`src/rtl/trap_pkg.sv`:
```
package trap_pkg;

    typedef enum logic [1:0] {
        ST_BOOT   = 2'd0,
        ST_KERNEL = 2'd1,
        ST_USER   = 2'd2
    } ctrl_state_e;

    typedef enum logic [2:0] {
        EV_NONE    = 3'd0,
        EV_IRQ     = 3'd1,
        EV_EXC     = 3'd2,
        EV_PRIV    = 3'd3,
        EV_SYSCALL = 3'd4,
        EV_RETURN  = 3'd5,
        EV_CTLWR   = 3'd6
    } ev_kind_e;

    typedef enum logic [1:0] {
        CF_IRQEN = 2'd0,
        CF_SPRIV = 2'd1,
        CF_SPC   = 2'd2,
        CF_SSP   = 2'd3
    } ctl_field_e;

    function automatic logic is_entry(ev_kind_e k);
        return (k == EV_IRQ) || (k == EV_EXC) || (k == EV_PRIV) || (k == EV_SYSCALL);
    endfunction

endpackage

```
`src/rtl/trap_arbiter.sv`:
```
module trap_arbiter
    import trap_pkg::*;
(
    input  logic     active,
    input  logic     priv,
    input  logic     irq_take,
    input  logic     ev_exc,
    input  logic     ev_priv_op,
    input  logic     ev_return,
    input  logic     ev_syscall,
    input  logic     ctl_wr,
    output ev_kind_e kind
);

    logic refused;

    assign refused = !priv && (ev_priv_op || ev_return || ctl_wr);

    always_comb begin
        kind = EV_NONE;
        if (!active) begin
            kind = EV_NONE;
        end else if (irq_take) begin
            kind = EV_IRQ;
        end else if (ev_exc) begin
            kind = EV_EXC;
        end else if (refused) begin
            kind = EV_PRIV;
        end else if (ev_syscall) begin
            kind = EV_SYSCALL;
        end else if (ev_return) begin
            kind = EV_RETURN;
        end else if (ctl_wr) begin
            kind = EV_CTLWR;
        end
    end

endmodule

```
`src/rtl/trap_save_bank.sv`:
```
module trap_save_bank
    import trap_pkg::*;
#(
    parameter int unsigned AW = 32,
    parameter int unsigned CW = 4
) (
    input  logic          clk,
    input  logic          rst_n,
    input  logic          save_en,
    input  logic [AW-1:0] pc_d,
    input  logic [AW-1:0] sp_d,
    input  logic          priv_d,
    input  logic          cause_en,
    input  logic [CW-1:0] cause_d,
    input  logic          wr_en,
    input  logic [1:0]    wr_sel,
    input  logic [AW-1:0] wr_data,
    output logic [AW-1:0] pc_q,
    output logic [AW-1:0] sp_q,
    output logic          priv_q,
    output logic [CW-1:0] cause_q
);

    ctl_field_e field;

    assign field = ctl_field_e'(wr_sel);

    always_ff @(posedge clk) begin
        if (!rst_n) begin
            pc_q    <= '0;
            sp_q    <= '0;
            priv_q  <= 1'b1;
            cause_q <= '0;
        end else begin
            if (save_en) begin
                pc_q   <= pc_d;
                sp_q   <= sp_d;
                priv_q <= priv_d;
            end else if (wr_en) begin
                unique case (field)
                    CF_SPRIV: priv_q <= wr_data[0];
                    CF_SPC:   pc_q   <= wr_data;
                    CF_SSP:   sp_q   <= wr_data;
                    default:  ;
                endcase
            end
            if (cause_en) begin
                cause_q <= cause_d;
            end
        end
    end

endmodule

```
`src/rtl/trap_entry_ctrl.sv`:
```
module trap_entry_ctrl
    import trap_pkg::*;
#(
    parameter int unsigned   AW          = 32,
    parameter int unsigned   CW          = 4,
    parameter int unsigned   INSTR_BYTES = 4,
    parameter logic [AW-1:0] BOOT_ADDR   = 32'h0000_0100,
    parameter logic [AW-1:0] SYSCALL_VEC = 32'h0000_0200,
    parameter logic [AW-1:0] TRAP_VEC    = 32'h0000_0300,
    parameter logic [AW-1:0] KSTACK_TOP  = 32'h0000_F000,
    parameter logic [CW-1:0] IRQ_CAUSE   = 4'hF,
    parameter logic [CW-1:0] PRIV_CAUSE  = 4'hE
) (
    input  logic          clk,
    input  logic          rst_n,
    input  logic [AW-1:0] cur_pc,
    input  logic [AW-1:0] cur_sp,
    input  logic          ev_syscall,
    input  logic          ev_exc,
    input  logic [CW-1:0] exc_code,
    input  logic          ev_priv_op,
    input  logic          ev_return,
    input  logic          ctl_wr,
    input  logic [1:0]    ctl_sel,
    input  logic [AW-1:0] ctl_data,
    input  logic          irq_line,
    output logic          priv_mode,
    output logic          irq_enable,
    output logic          redirect_valid,
    output logic [AW-1:0] redirect_pc,
    output logic          sp_load,
    output logic [AW-1:0] sp_value,
    output logic [AW-1:0] saved_pc,
    output logic [AW-1:0] saved_sp,
    output logic          saved_priv,
    output logic [CW-1:0] cause_code
);

    localparam logic [AW-1:0] PC_STEP = AW'(INSTR_BYTES);

    ctrl_state_e   state, state_nx;
    ev_kind_e      kind;
    logic          irq_en_q;
    logic          irq_take;
    logic          entry;
    logic          cause_en;
    logic [AW-1:0] save_pc;
    logic [CW-1:0] cause_d;

    assign priv_mode  = (state != ST_USER);
    assign irq_enable = irq_en_q;
    assign irq_take   = irq_line && irq_en_q;
    assign entry      = is_entry(kind);
    assign cause_en   = (kind == EV_IRQ) || (kind == EV_EXC) || (kind == EV_PRIV);
    assign save_pc    = (kind == EV_SYSCALL) ? cur_pc + PC_STEP : cur_pc;

    always_comb begin
        unique case (kind)
            EV_IRQ:  cause_d = IRQ_CAUSE;
            EV_PRIV: cause_d = PRIV_CAUSE;
            default: cause_d = exc_code;
        endcase
    end

    trap_arbiter u_arb (
        .active     (state != ST_BOOT),
        .priv       (priv_mode),
        .irq_take   (irq_take),
        .ev_exc     (ev_exc),
        .ev_priv_op (ev_priv_op),
        .ev_return  (ev_return),
        .ev_syscall (ev_syscall),
        .ctl_wr     (ctl_wr),
        .kind       (kind)
    );

    trap_save_bank #(.AW(AW), .CW(CW)) u_bank (
        .clk      (clk),
        .rst_n    (rst_n),
        .save_en  (entry),
        .pc_d     (save_pc),
        .sp_d     (cur_sp),
        .priv_d   (priv_mode),
        .cause_en (cause_en),
        .cause_d  (cause_d),
        .wr_en    (kind == EV_CTLWR),
        .wr_sel   (ctl_sel),
        .wr_data  (ctl_data),
        .pc_q     (saved_pc),
        .sp_q     (saved_sp),
        .priv_q   (saved_priv),
        .cause_q  (cause_code)
    );

    // Next-state logic: boot_done, trap_entry, return_user, return_kernel
    always_comb begin
        state_nx = state;
        unique case (state)
            ST_BOOT: state_nx = ST_KERNEL;
            ST_KERNEL, ST_USER: begin
                if (entry) begin
                    state_nx = ST_KERNEL;
                end else if (kind == EV_RETURN) begin
                    state_nx = saved_priv ? ST_KERNEL : ST_USER;
                end
            end
            default: state_nx = ST_KERNEL;
        endcase
    end

    // State register
    always_ff @(posedge clk) begin
        if (!rst_n) begin
            state <= ST_BOOT;
        end else begin
            state <= state_nx;
        end
    end

    // Registered outputs: redirect, stack switch, interrupt enable
    always_ff @(posedge clk) begin
        if (!rst_n) begin
            redirect_valid <= 1'b1;
            redirect_pc    <= BOOT_ADDR;
            sp_load        <= 1'b0;
            sp_value       <= '0;
            irq_en_q       <= 1'b0;
        end else begin
            redirect_valid <= 1'b0;
            sp_load        <= 1'b0;
            unique case (kind)
                EV_IRQ, EV_EXC, EV_PRIV: begin
                    redirect_valid <= 1'b1;
                    redirect_pc    <= TRAP_VEC;
                    sp_load        <= 1'b1;
                    sp_value       <= KSTACK_TOP;
                    irq_en_q       <= 1'b0;
                end
                EV_SYSCALL: begin
                    redirect_valid <= 1'b1;
                    redirect_pc    <= SYSCALL_VEC;
                    sp_load        <= 1'b1;
                    sp_value       <= KSTACK_TOP;
                    irq_en_q       <= 1'b0;
                end
                EV_RETURN: begin
                    redirect_valid <= 1'b1;
                    redirect_pc    <= saved_pc;
                    sp_load        <= 1'b1;
                    sp_value       <= saved_sp;
                end
                EV_CTLWR: begin
                    if (ctl_field_e'(ctl_sel) == CF_IRQEN) begin
                        irq_en_q <= ctl_data[0];
                    end
                end
                default: ;
            endcase
        end
    end

    // Assertions
    p_boot_state_r1: assert property (@(posedge clk) disable iff (!rst_n)
        (state == ST_BOOT) |-> (priv_mode && redirect_valid &&
                                redirect_pc == BOOT_ADDR && !irq_en_q && !sp_load));

    p_syscall_entry_r2: assert property (@(posedge clk) disable iff (!rst_n)
        (kind == EV_SYSCALL) |=> (redirect_valid && redirect_pc == SYSCALL_VEC &&
            sp_value == KSTACK_TOP && priv_mode &&
            saved_pc == $past(cur_pc) + PC_STEP && saved_sp == $past(cur_sp)));

    p_exc_entry_r3: assert property (@(posedge clk) disable iff (!rst_n)
        (kind == EV_EXC) |=> (redirect_pc == TRAP_VEC && cause_code == $past(exc_code) &&
                              saved_pc == $past(cur_pc) && priv_mode));

    p_irq_entry_r4: assert property (@(posedge clk) disable iff (!rst_n)
        (state != ST_BOOT && irq_line && irq_en_q) |=>
            (redirect_valid && redirect_pc == TRAP_VEC && cause_code == IRQ_CAUSE && !irq_en_q));

    p_user_refuse_r6: assert property (@(posedge clk) disable iff (!rst_n)
        (state == ST_USER && (ev_priv_op || ev_return || ctl_wr) && !(irq_line && irq_en_q) && !ev_exc)
            |=> (priv_mode && cause_code == PRIV_CAUSE && !saved_priv));

    p_return_restore_r7: assert property (@(posedge clk) disable iff (!rst_n)
        (kind == EV_RETURN) |=> (priv_mode == $past(saved_priv) && redirect_pc == $past(saved_pc) &&
                                 sp_value == $past(saved_sp) && sp_load));

    p_atomic_switch_r9: assert property (@(posedge clk) disable iff (!rst_n)
        (state != ST_BOOT) |-> (sp_load == redirect_valid));

    p_boot_ignore_r10: assert property (@(posedge clk) disable iff (!rst_n)
        (state == ST_BOOT) |=> (!redirect_valid && priv_mode && $stable(saved_pc)));

endmodule

```
`config.mk`:
```
export PLATFORM = sky130hd
export DESIGN_NAME = trap_entry_ctrl
export DESIGN_NICKNAME = d
export VERILOG_FILES = /design/src/rtl/trap_pkg.sv /design/src/rtl/trap_arbiter.sv /design/src/rtl/trap_save_bank.sv /design/src/rtl/trap_entry_ctrl.sv
export SDC_FILE = /design/constraint.sdc
export NUM_CORES = 1
export LEC_CHECK = 0
export CAP_MARGIN = 25
export CORE_AREA = 2 2 123 125
export DETAILED_ROUTE_END_ITERATION = 8
export DIE_AREA = 0 0 125 127
export PLACE_DENSITY = 0.78
export SYNTH_ARGS = -nofsm -noshare
export SYNTH_HDL_FRONTEND = slang
export SYNTH_SLANG_ARGS = --single-unit
```
`constraint.sdc`:
```
create_clock -name clk -period 3.51 [get_ports clk]
set_input_delay 0.351 -clock clk [delete_from_list [all_inputs] [get_ports clk]]
set_output_delay 0.351 -clock clk [all_outputs]
set_load 0.02 [all_outputs]
```
After elaboration in Yosys (flattened, before gate mapping)
Index checks and enable logic that the tools add are counted.

Reduce and logical (&&, ||, !) cells: 26. Add/subtract/negate cells: 1. Eq/ne operators: 14. Bitwise gates (word level): 2. Multiplexer cells: 27.

Operator list (number): two-way mux 32 bit (7); case mux 32 bit (3 select lines) (1); case mux 32 bit (2 select lines) (1); adder 32 x 3 -> 32 bit, second input constant (1); two-way mux 3 bit (7); nonzero test 2 bit (7); equality test 3 bit, second input constant (3); two-way mux 1 bit (8); case mux 4 bit (2 select lines) (1); AND reduction 2 bit (4); equality test 2 bit, second input constant (3); equality test 3 x 2 -> 1 bit, second input constant (2); OR reduction 3 bit (2); logical OR 1 bit (5); OR reduction 5 bit (1); equality test 2 x 1 -> 1 bit, second input constant (2); != test 2 bit, second input constant (2); OR reduction 4 bit (1); equality test 3 x 1 -> 1 bit, second input constant (1); != test 3 bit, second input constant (1); nonzero test 3 bit (1); logical AND 1 bit (2); zero test 2 bit (1); two-way mux 2 bit (1); other kinds (4) (5).

Bits in registers: 138. Output and inout port bits: 137. Word-level logic and storage cells: 81. Bits of input ports: 110.

Longest topological paths before layout
Gate-level depths: netlist (run 1).

Depth after elaboration: 13. Mapped depth: 10.

By module
From an unflattened synthesis (run 1), not the netlist that was laid out.

Cells, all modules: 594. Area total of the unflattened synthesis: 5990.7 µm².

By module, submodules not included: trap_save_bank (area each 2967.8 µm², cells each 306, seq. area each 1381.3 µm², times used 1); trap_entry_ctrl (area each 2944.1 µm², cells each 276, seq. area each 1381.3 µm², times used 1); trap_arbiter (area each 78.8 µm², cells each 12, seq. area each 0.0 µm², times used 1).

Worst setup path after synthesis (run 1)
No wires, ideal clock.

Path type: reg2reg. From: register state[0]. To: register u_bank.pc_q[25]. Cell stages (with the launch flop): 9. Path slack: 1.073 ns. Required time: 3.430 ns. Arrival time: 2.358 ns. Clock period less this slack: 2.437 ns. Path through: dfxtp_1 -> inv_1 -> ha_1 -> and2b_1 -> o22ai_2 -> or4_1 -> buf_2 -> or4_1 -> o211ai_1.

Word-level cells in the longest chain between the ends: 13.

Ends and longest elaborated chain: from (decl) (line trap_entry_ctrl.sv:41) `ctrl_state_e state, state_nx;`; from (signal assigned) (line trap_entry_ctrl.sv:116) `state <= state_nx;`; != test 2 bit (line trap_entry_ctrl.sv:50) `assign priv_mode = (state != ST_USER);`; zero test 1 bit (line trap_arbiter.sv:17) `assign refused = !priv && (ev_priv_op || ev_return || ctl_wr);`; logical AND 1 bit (line trap_arbiter.sv:17); two-way mux 3 bit (line trap_arbiter.sv:27) `end else if (refused) begin`; two-way mux 3 bit (line trap_arbiter.sv:25) `end else if (ev_exc) begin`; two-way mux 3 bit (line trap_arbiter.sv:23) `end else if (irq_take) begin`; two-way mux 3 bit (*) (line trap_arbiter.sv:21) `if (!active) begin`; equality test 3 x 1 -> 1 bit / equality test 3 x 2 -> 1 bit (equally long branches) (line trap_pkg.sv:27) `return (k == EV_IRQ) || (k == EV_EXC) || (k == EV_PRIV) || (k == EV_SYSCALL);`; logical OR 1 bit (3 in a row) (line trap_pkg.sv:27); nonzero test 2 bit (no line); AND reduction 2 bit (no line); to (signal assigned) (line trap_save_bank.sv:36) `pc_q <= pc_d;`; to (signal assigned) (line trap_save_bank.sv:42) `CF_SPC: pc_q <= wr_data;`; to (decl) (line trap_save_bank.sv:18) `output logic [AW-1:0] pc_q,`.

Every way passes the cells marked *; elsewhere a longest branch is shown, timed or not. A chain may end at the register's enable or synchronous reset.

Worst setup path after layout (run 1)
From: register state[0]. To: register u_bank.pc_q[26].

Same word-level chain as after synthesis.

==> impl_metrics.json, run 1 <==
{
  "clk_transition_reported_paths_ps": 60,
  "worst_slack_ps": 564.1,
  "timing_max_transition_violations_final": 0,
  "ctsLongestPathBuffers": 2,
  "syn-cell-area_sq_um": 6100,
  "avgRoutedWirePerCell_microns": 21.19,
  "critical_path_buf_inv_count": 1,
  "critPathMostFrequentCell": "or4_1",
  "worstSetupPathType": "reg -> reg",
  "cts_tree": "yes",
  "hold_path_startpoint": "sp_value[31]$_SDFFE_PN0P_",
  "yosys.area.top_type": "dfxtp_1",
  "timing.critical_path.to_type": "flip-flop",
  "vdd.ir_drop.worst_uv": 338.7,
  "die_extent_in_y_microns": 127,
  "via_count_of_the_first_global_routing_pass": 6073,
  "antenna_found_initial": 0,
  "overall_die_area_sq_um": 15880,
  "power_per_cell_area_nw_per_um2": 469.0,
  "gp_routability_congestion": 0.9052,
  "grt_pass1_wl_mm": 34.28,
  "effective_utilization_at_floorplan_pct": 42.29,
  "drt.antenna.violating_nets": 0,
  "synthesis.yosys.warnings": 0,
  "number_of_vias_in_the_routed_layout": 6318,
  "cts_repair_resize_count": 0,
  "worst-endpoint-arrival_ps": 3270,
  "layout-drive-gt1-share_pct": 10.09,
  "remaining_drc_errors": 0,
  "area_contributors_post_synth": "dfxtp_1, a22o_1, mux2i_1",
  "grt_max_degree": 53,
  "ys_async_sr_fraction_pct": 0,
  "synth_enable_flop_cells": 0,
  "synth_nets": 731,
  "syn_to_final_growth_pct": 53.54,
  "timing.critical_path.max_delay_family": "simple AND/OR/NAND/NOR gates",
  "antenna_cells_inserted": 0,
  "synth_top_area_share_pct": 45.29,
  "placeableCoreArea_sq_um": 14420,
  "cts-root-buf": "clkbuf_16",
  "place_ws_ps": 387.6,
  "ys_dominant_reg_cell": "dfxtp_1",
  "synth-seq-area-share_pct": 45.29,
  "setup-violations-final": 0,
  "finalHoldViolCount": 0,
  "drt_pre_antenna_iters": 5,
  "crit_path_max_fanout": 18,
  "power.leakage_nw": 3.248,
  "num-nets-final": 963,
  "clock_insertion_delay_worst_skew_ps": 420,
  "min_period_ps": 2946,
  "detail_route.vias_per_cell": 6.040,
  "synthesis.instances": 618,
  "post_cts.repair.setup_buffers": 0,
  "syn_avg_cell_area_sq_um": 9.870,
  "timing.slew.headroom_pct": 23.46,
  "fmax_mhz": 339.5,
  "postSynthRegisterBits": 138,
  "outcome": "complete, no violations",
  "yosysUniqueCellTypes": 58,
  "htree_levels": 4,
  "rows": 44,
  "setup_repair_after_global_routing_missed_its_margin": "no",
  "final.setup_skew_ps": 6.414,
  "most_repeated_cell_in_the_gate_level_netlist_after_synthesis": "dfxtp_1",
  "die_span_x_microns": 125,
  "worstPathRequired_ps": 3840,
  "clkSinkCount": 138,
  "overflow": 0,
  "num_io_pins": 247,
  "totalNegativeSetupSlack_ps": 0,
  "worst_hold_path_type": "reg -> reg",
  "cts_buffers": 17,
  "timing.critical_path.cells": "inv_1 -> ha_1 -> and2b_1 -> o22ai_2 -> or4_1 -> or4_1 -> o211ai_1",
  "crit_path_top_delay_cell": "or4_1",
  "yosys-top-cells-count": "dfxtp_1, a22o_1, mux2i_1",
  "critPathLaunchType": "flip-flop",
  "dp_hpwl_mm": 16.73,
  "period_share_pct": 83.93,
  "final_wirelength_mm": 22.16,
  "worst_r2r_startpoint": "state[0]$_SDFFE_PN0P_",
  "worstSetupStartpoint": "state[0]$_SDFFE_PN0P_",
  "timing_worst_slew_pin_value_ps": 1148,
  "grt_use_total_pct": 27.19,
  "max_stage_delay_ps": 860,
  "hold_fix_buffer_count_after_cts": 0,
  "drtIter0Drc": 507,
  "maxCapViolCount": 0,
  "port_buffers": 246
}
## area by class of cell
class                           count  area (sq um)
Fill cell                        1186          5059
Multi-Input combinational cell    420          3113
Sequential cell                   138          2763
Timing Repair Buffer              264          2605
Clock buffer                       17         425.4
Tap cell                          184         230.2
Clock inverter                     14         195.2
Inverter                            9         33.78
## cell families after synthesis
group                    share of synthesized area [%]
flip-flops                                       45.29
multiplexers                                     5.908
buffers and inverters                            4.103
adder cells (fa/ha/maj)                         0.6155
AO/OA/AOI/OAI                                    28.21
XOR/XNOR                                         2.154
AND/OR/NAND/NOR                                  13.72
## cell usage in the layout, fill, tap and decap left out, drive strengths merged, types with 9 or more instances in the layout
master / synthesis / layout
clkdlybuf4s50: 0 / 245
dfxtp: 138 / 138
a22o: 47 / 47
mux2i: 36 / 36
nor2: 30 / 30
nand2: 28 / 28
o21a: 26 / 26
o221a: 25 / 25
o22ai: 25 / 25
buf: 25 / 19
nand3: 17 / 17
a21oi: 17 / 17
clkbuf: 26 / 17
nor4: 13 / 13
xnor2: 13 / 13
a22oi: 13 / 13
nor3: 12 / 12
inv: 9 / 12
nand4: 11 / 11
nand2b: 10 / 10
or4: 10 / 10
o2111ai: 9 / 9
## path summary, 6_finish.rpt
kind,endpoint,slack (ps),cells after the start
max,u_bank.pc_q[26]$_SDFFE_PN0P_,560,7
max reg2reg,u_bank.pc_q[26]$_SDFFE_PN0P_,560,7
min reg2reg,sp_value[31]$_SDFFE_PN0P_,480,1
min,sp_value[31]$_SDFFE_PN0P_,480,1
## metrics by stage
| stage | utilization (%) | std cells | hold slack (ps) | cell area (sq um) | power, mW |
|---|---|---|---|---|---|
| after global routing | 64.93 | 1046 | 495.0 | 9365 | 4.541 |
| after global placement | 60.63 | 1015 | 460.0 | 8745 | 2.507 |
| after CTS | 64.93 | 1046 | 479.7 | 9365 | 4.413 |
| after detailed placement | 60.63 | 1015 | 466.3 | 8745 | 2.522 |
| after floorplan | - | 618 | 490.7 | 6100 | 2.101 |
| final | 64.93 | 1046 | 476.1 | 9365 | 4.393 |
## flip-flops by register name (all words and copies together) (netlist names)
register and flops:
u_bank.priv_q 1, redirect_valid 1, irq_enable 1, u_bank.sp_q 32, redirect_pc 32, u_bank.cause_q 4, state 2, u_bank.pc_q 32
sp_load 1, sp_value 32
## power breakdown
group | internal [mW] | switching [mW]
combinational | 0.374 | 0.399
clock | 1.19 | 0.707
sequential | 1.65 | 0.0717
total | 3.22 | 1.18
## routing by layer
layer | up-vias | share of wire (%) | global-route usage [%]
li1 | 2889 | - | -
met1 | 3062 | 42 | 35.99
met2 | 321 | 48 | 44.92
met3 | 46 | 6.7 | 4.648
met4 | 0 | 2.8 | 10.00
met5 | - | 0 | 0
(Power assumes the default switching activity.)
==> run 2: changes to the inputs <==
--- a/config.mk
+++ b/config.mk
@@ -6,10 +6,10 @@
 export NUM_CORES = 1
 export LEC_CHECK = 0
 export CAP_MARGIN = 25
-export CORE_AREA = 2 2 123 125
+export CORE_AREA = 2 2 129 131
 export DETAILED_ROUTE_END_ITERATION = 8
-export DIE_AREA = 0 0 125 127
-export PLACE_DENSITY = 0.78
+export DIE_AREA = 0 0 131 133
+export PLACE_DENSITY = 0.75
 export SYNTH_ARGS = -nofsm -noshare
 export SYNTH_HDL_FRONTEND = slang
 export SYNTH_SLANG_ARGS = --single-unit
==> constraint.sdc (replaced) <==
create_clock -name clk -period 2.7 [get_ports clk]
set_input_delay 0.27 -clock clk [delete_from_list [all_inputs] [get_ports clk]]
set_output_delay 0.27 -clock clk [all_outputs]
set_load 0.02 [all_outputs]
==> run 2 against run 1 <==
Utilization down 4.6 points. Critical path depth up 1. Largest power group unchanged. Combinational power up 37%. Flip-flop and latch count unchanged. Critical endpoint is now u_bank.pc_q[28]$_SDFFE_PN0P_. Largest cell class unchanged.
==> impl_metrics.json, run 2 (synthesized netlist as in run 1, its figures left out) <==
{
  "setup-violations-final": 0,
  "antenna_found_initial": 1,
  "cts_buffers": 17,
  "port_buffers": 246,
  "placeableCoreArea_sq_um": 16170,
  "worstSetupPathType": "reg -> reg",
  "grt_pass1_wl_mm": 34.01,
  "min_period_ps": 2508,
  "power.leakage_nw": 3.440,
  "worstPathRequired_ps": 3040,
  "num_io_pins": 247,
  "m1WireLength_mm": 9.927,
  "hold_path_startpoint": "cur_sp[21]",
  "post_cts.repair.setup_buffers": 0,
  "timing.slew.headroom_pct": 41.65,
  "worstSetupStartpoint": "state[0]$_SDFFE_PN0P_",
  "worst_r2r_startpoint": "state[0]$_SDFFE_PN0P_",
  "grt_use_total_pct": 25.40,
  "maxCapViolCount": 0,
  "met2WireLength_mm": 10.33,
  "clock_insertion_delay_worst_skew_ps": 420,
  "outcome": "complete, no violations",
  "die_extent_in_y_microns": 133,
  "clkSinkCount": 138,
  "totalNegativeSetupSlack_ps": 0,
  "drt.antenna.violating_nets": 0,
  "timing.critical_path.to_type": "flip-flop",
  "die_span_x_microns": 131,
  "cts-root-buf": "clkbuf_16",
  "vdd.ir_drop.worst_uv": 433.1,
  "gp_routability_congestion": 0.9166,
  "rr_worst_depth": 8,
  "top_layer": "met4",
  "syn_to_final_growth_pct": 60.06,
  "wl_met3_mm": 1.718,
  "worst-r2r-setup-slack_ps": 190,
  "num-nets-final": 998,
  "effective_utilization_at_floorplan_pct": 37.72,
  "worst_hold_path_type": "in -> reg",
  "detail_route.vias_per_cell": 5.651,
  "number_of_vias_in_the_routed_layout": 6324,
  "crit_path_max_fanout": 17,
  "dp_hpwl_mm": 16.74,
  "rows": 47,
  "final.setup_skew_ps": 7.771,
  "critPathLaunchType": "flip-flop",
  "avgRoutedWirePerCell_microns": 20.05,
  "layout-drive-gt1-share_pct": 13.70,
  "setup_repair_after_global_routing_missed_its_margin": "no",
  "cts_repair_resize_count": 0,
  "worst-endpoint-arrival_ps": 2850,
  "finalHoldViolCount": 0,
  "power_per_cell_area_nw_per_um2": 605.9,
  "timing_worst_slew_pin_value_ps": 874.3,
  "drt_pre_antenna_iters": 7,
  "layout_commonest_cell": "clkdlybuf4s50_1",
  "overall_die_area_sq_um": 17420,
  "cts_tree": "yes",
  "worst_slack_ps": 192.2,
  "hold_fix_buffer_count_after_cts": 0,
  "htree_levels": 4,
  "grt_max_degree": 53,
  "remaining_drc_errors": 0,
  "period_share_pct": 92.88,
  "fmax_mhz": 398.8,
  "timing_max_transition_violations_final": 0,
  "hold_depth": 3,
  "ctsLongestPathBuffers": 2,
  "clk_transition_reported_paths_ps": 60,
  "overflow": 0,
  "via_count_of_the_first_global_routing_pass": 5928,
  "final_cell_mix": "clkdlybuf4s50_1, dfxtp_1, buf_4",
  "drtIter0Drc": 534,
  "place_ws_ps": 11.98,
  "final_wirelength_mm": 22.44
}
-- run 2: stage by stage --
stage,hold WS (ps),utilization [%],std cells,cell area (sq um),power (mW)
2_1_floorplan,416.3,-,618,6100,2.731
3_3_place_gp,460.6,56.29,1086,9102,3.323
3_5_place_dp,462.6,56.29,1086,9102,3.335
4_1_cts,415.3,60.35,1118,9759,5.948
5_1_grt,421.3,60.37,1119,9763,6.102
6_report,423.3,60.37,1119,9763,5.916
-- run 2: path summary, 6_finish.rpt --
kind                                  end
max          u_bank.pc_q[28]$_SDFFE_PN0P_
min          u_bank.sp_q[21]$_SDFFE_PN0P_
min reg2reg     sp_value[16]$_SDFFE_PN0P_
max reg2reg  u_bank.pc_q[28]$_SDFFE_PN0P_
-- run 2: area by class of cell --
type,instances,area [sq um]
Antenna cell,1,2.502
Clock buffer,19,442.9
Clock inverter,13,214.0
Fill cell,1376,6409
Inverter,9,33.78
Multi-Input combinational cell,420,3114
Sequential cell,138,2763
Tap cell,220,275.3
Timing Repair Buffer,299,2918
-- run 2: metal layers --
metal  up-vias  track usage (%)
met5         -                0
met1      3001            35.06
met4         0            7.742
met2       318            39.38
met3        45            5.823
li1       2960                -
-- run 2: where the power goes --
| part | internal (mW) | switching (mW) |
|---|---|---|
| sequential | 2.15 | 0.0907 |
| clock | 1.67 | 0.945 |
| combinational | 0.531 | 0.530 |
-- run 2: critical path, cell delays in order, from the launching register on --
cell and delay [ps]:
dfxtp_1 330, inv_1 60, ha_1 290, and2b_1 290
o22ai_2 110, or4_1 520, buf_4 200, or4_1 520
o211ai_1 110
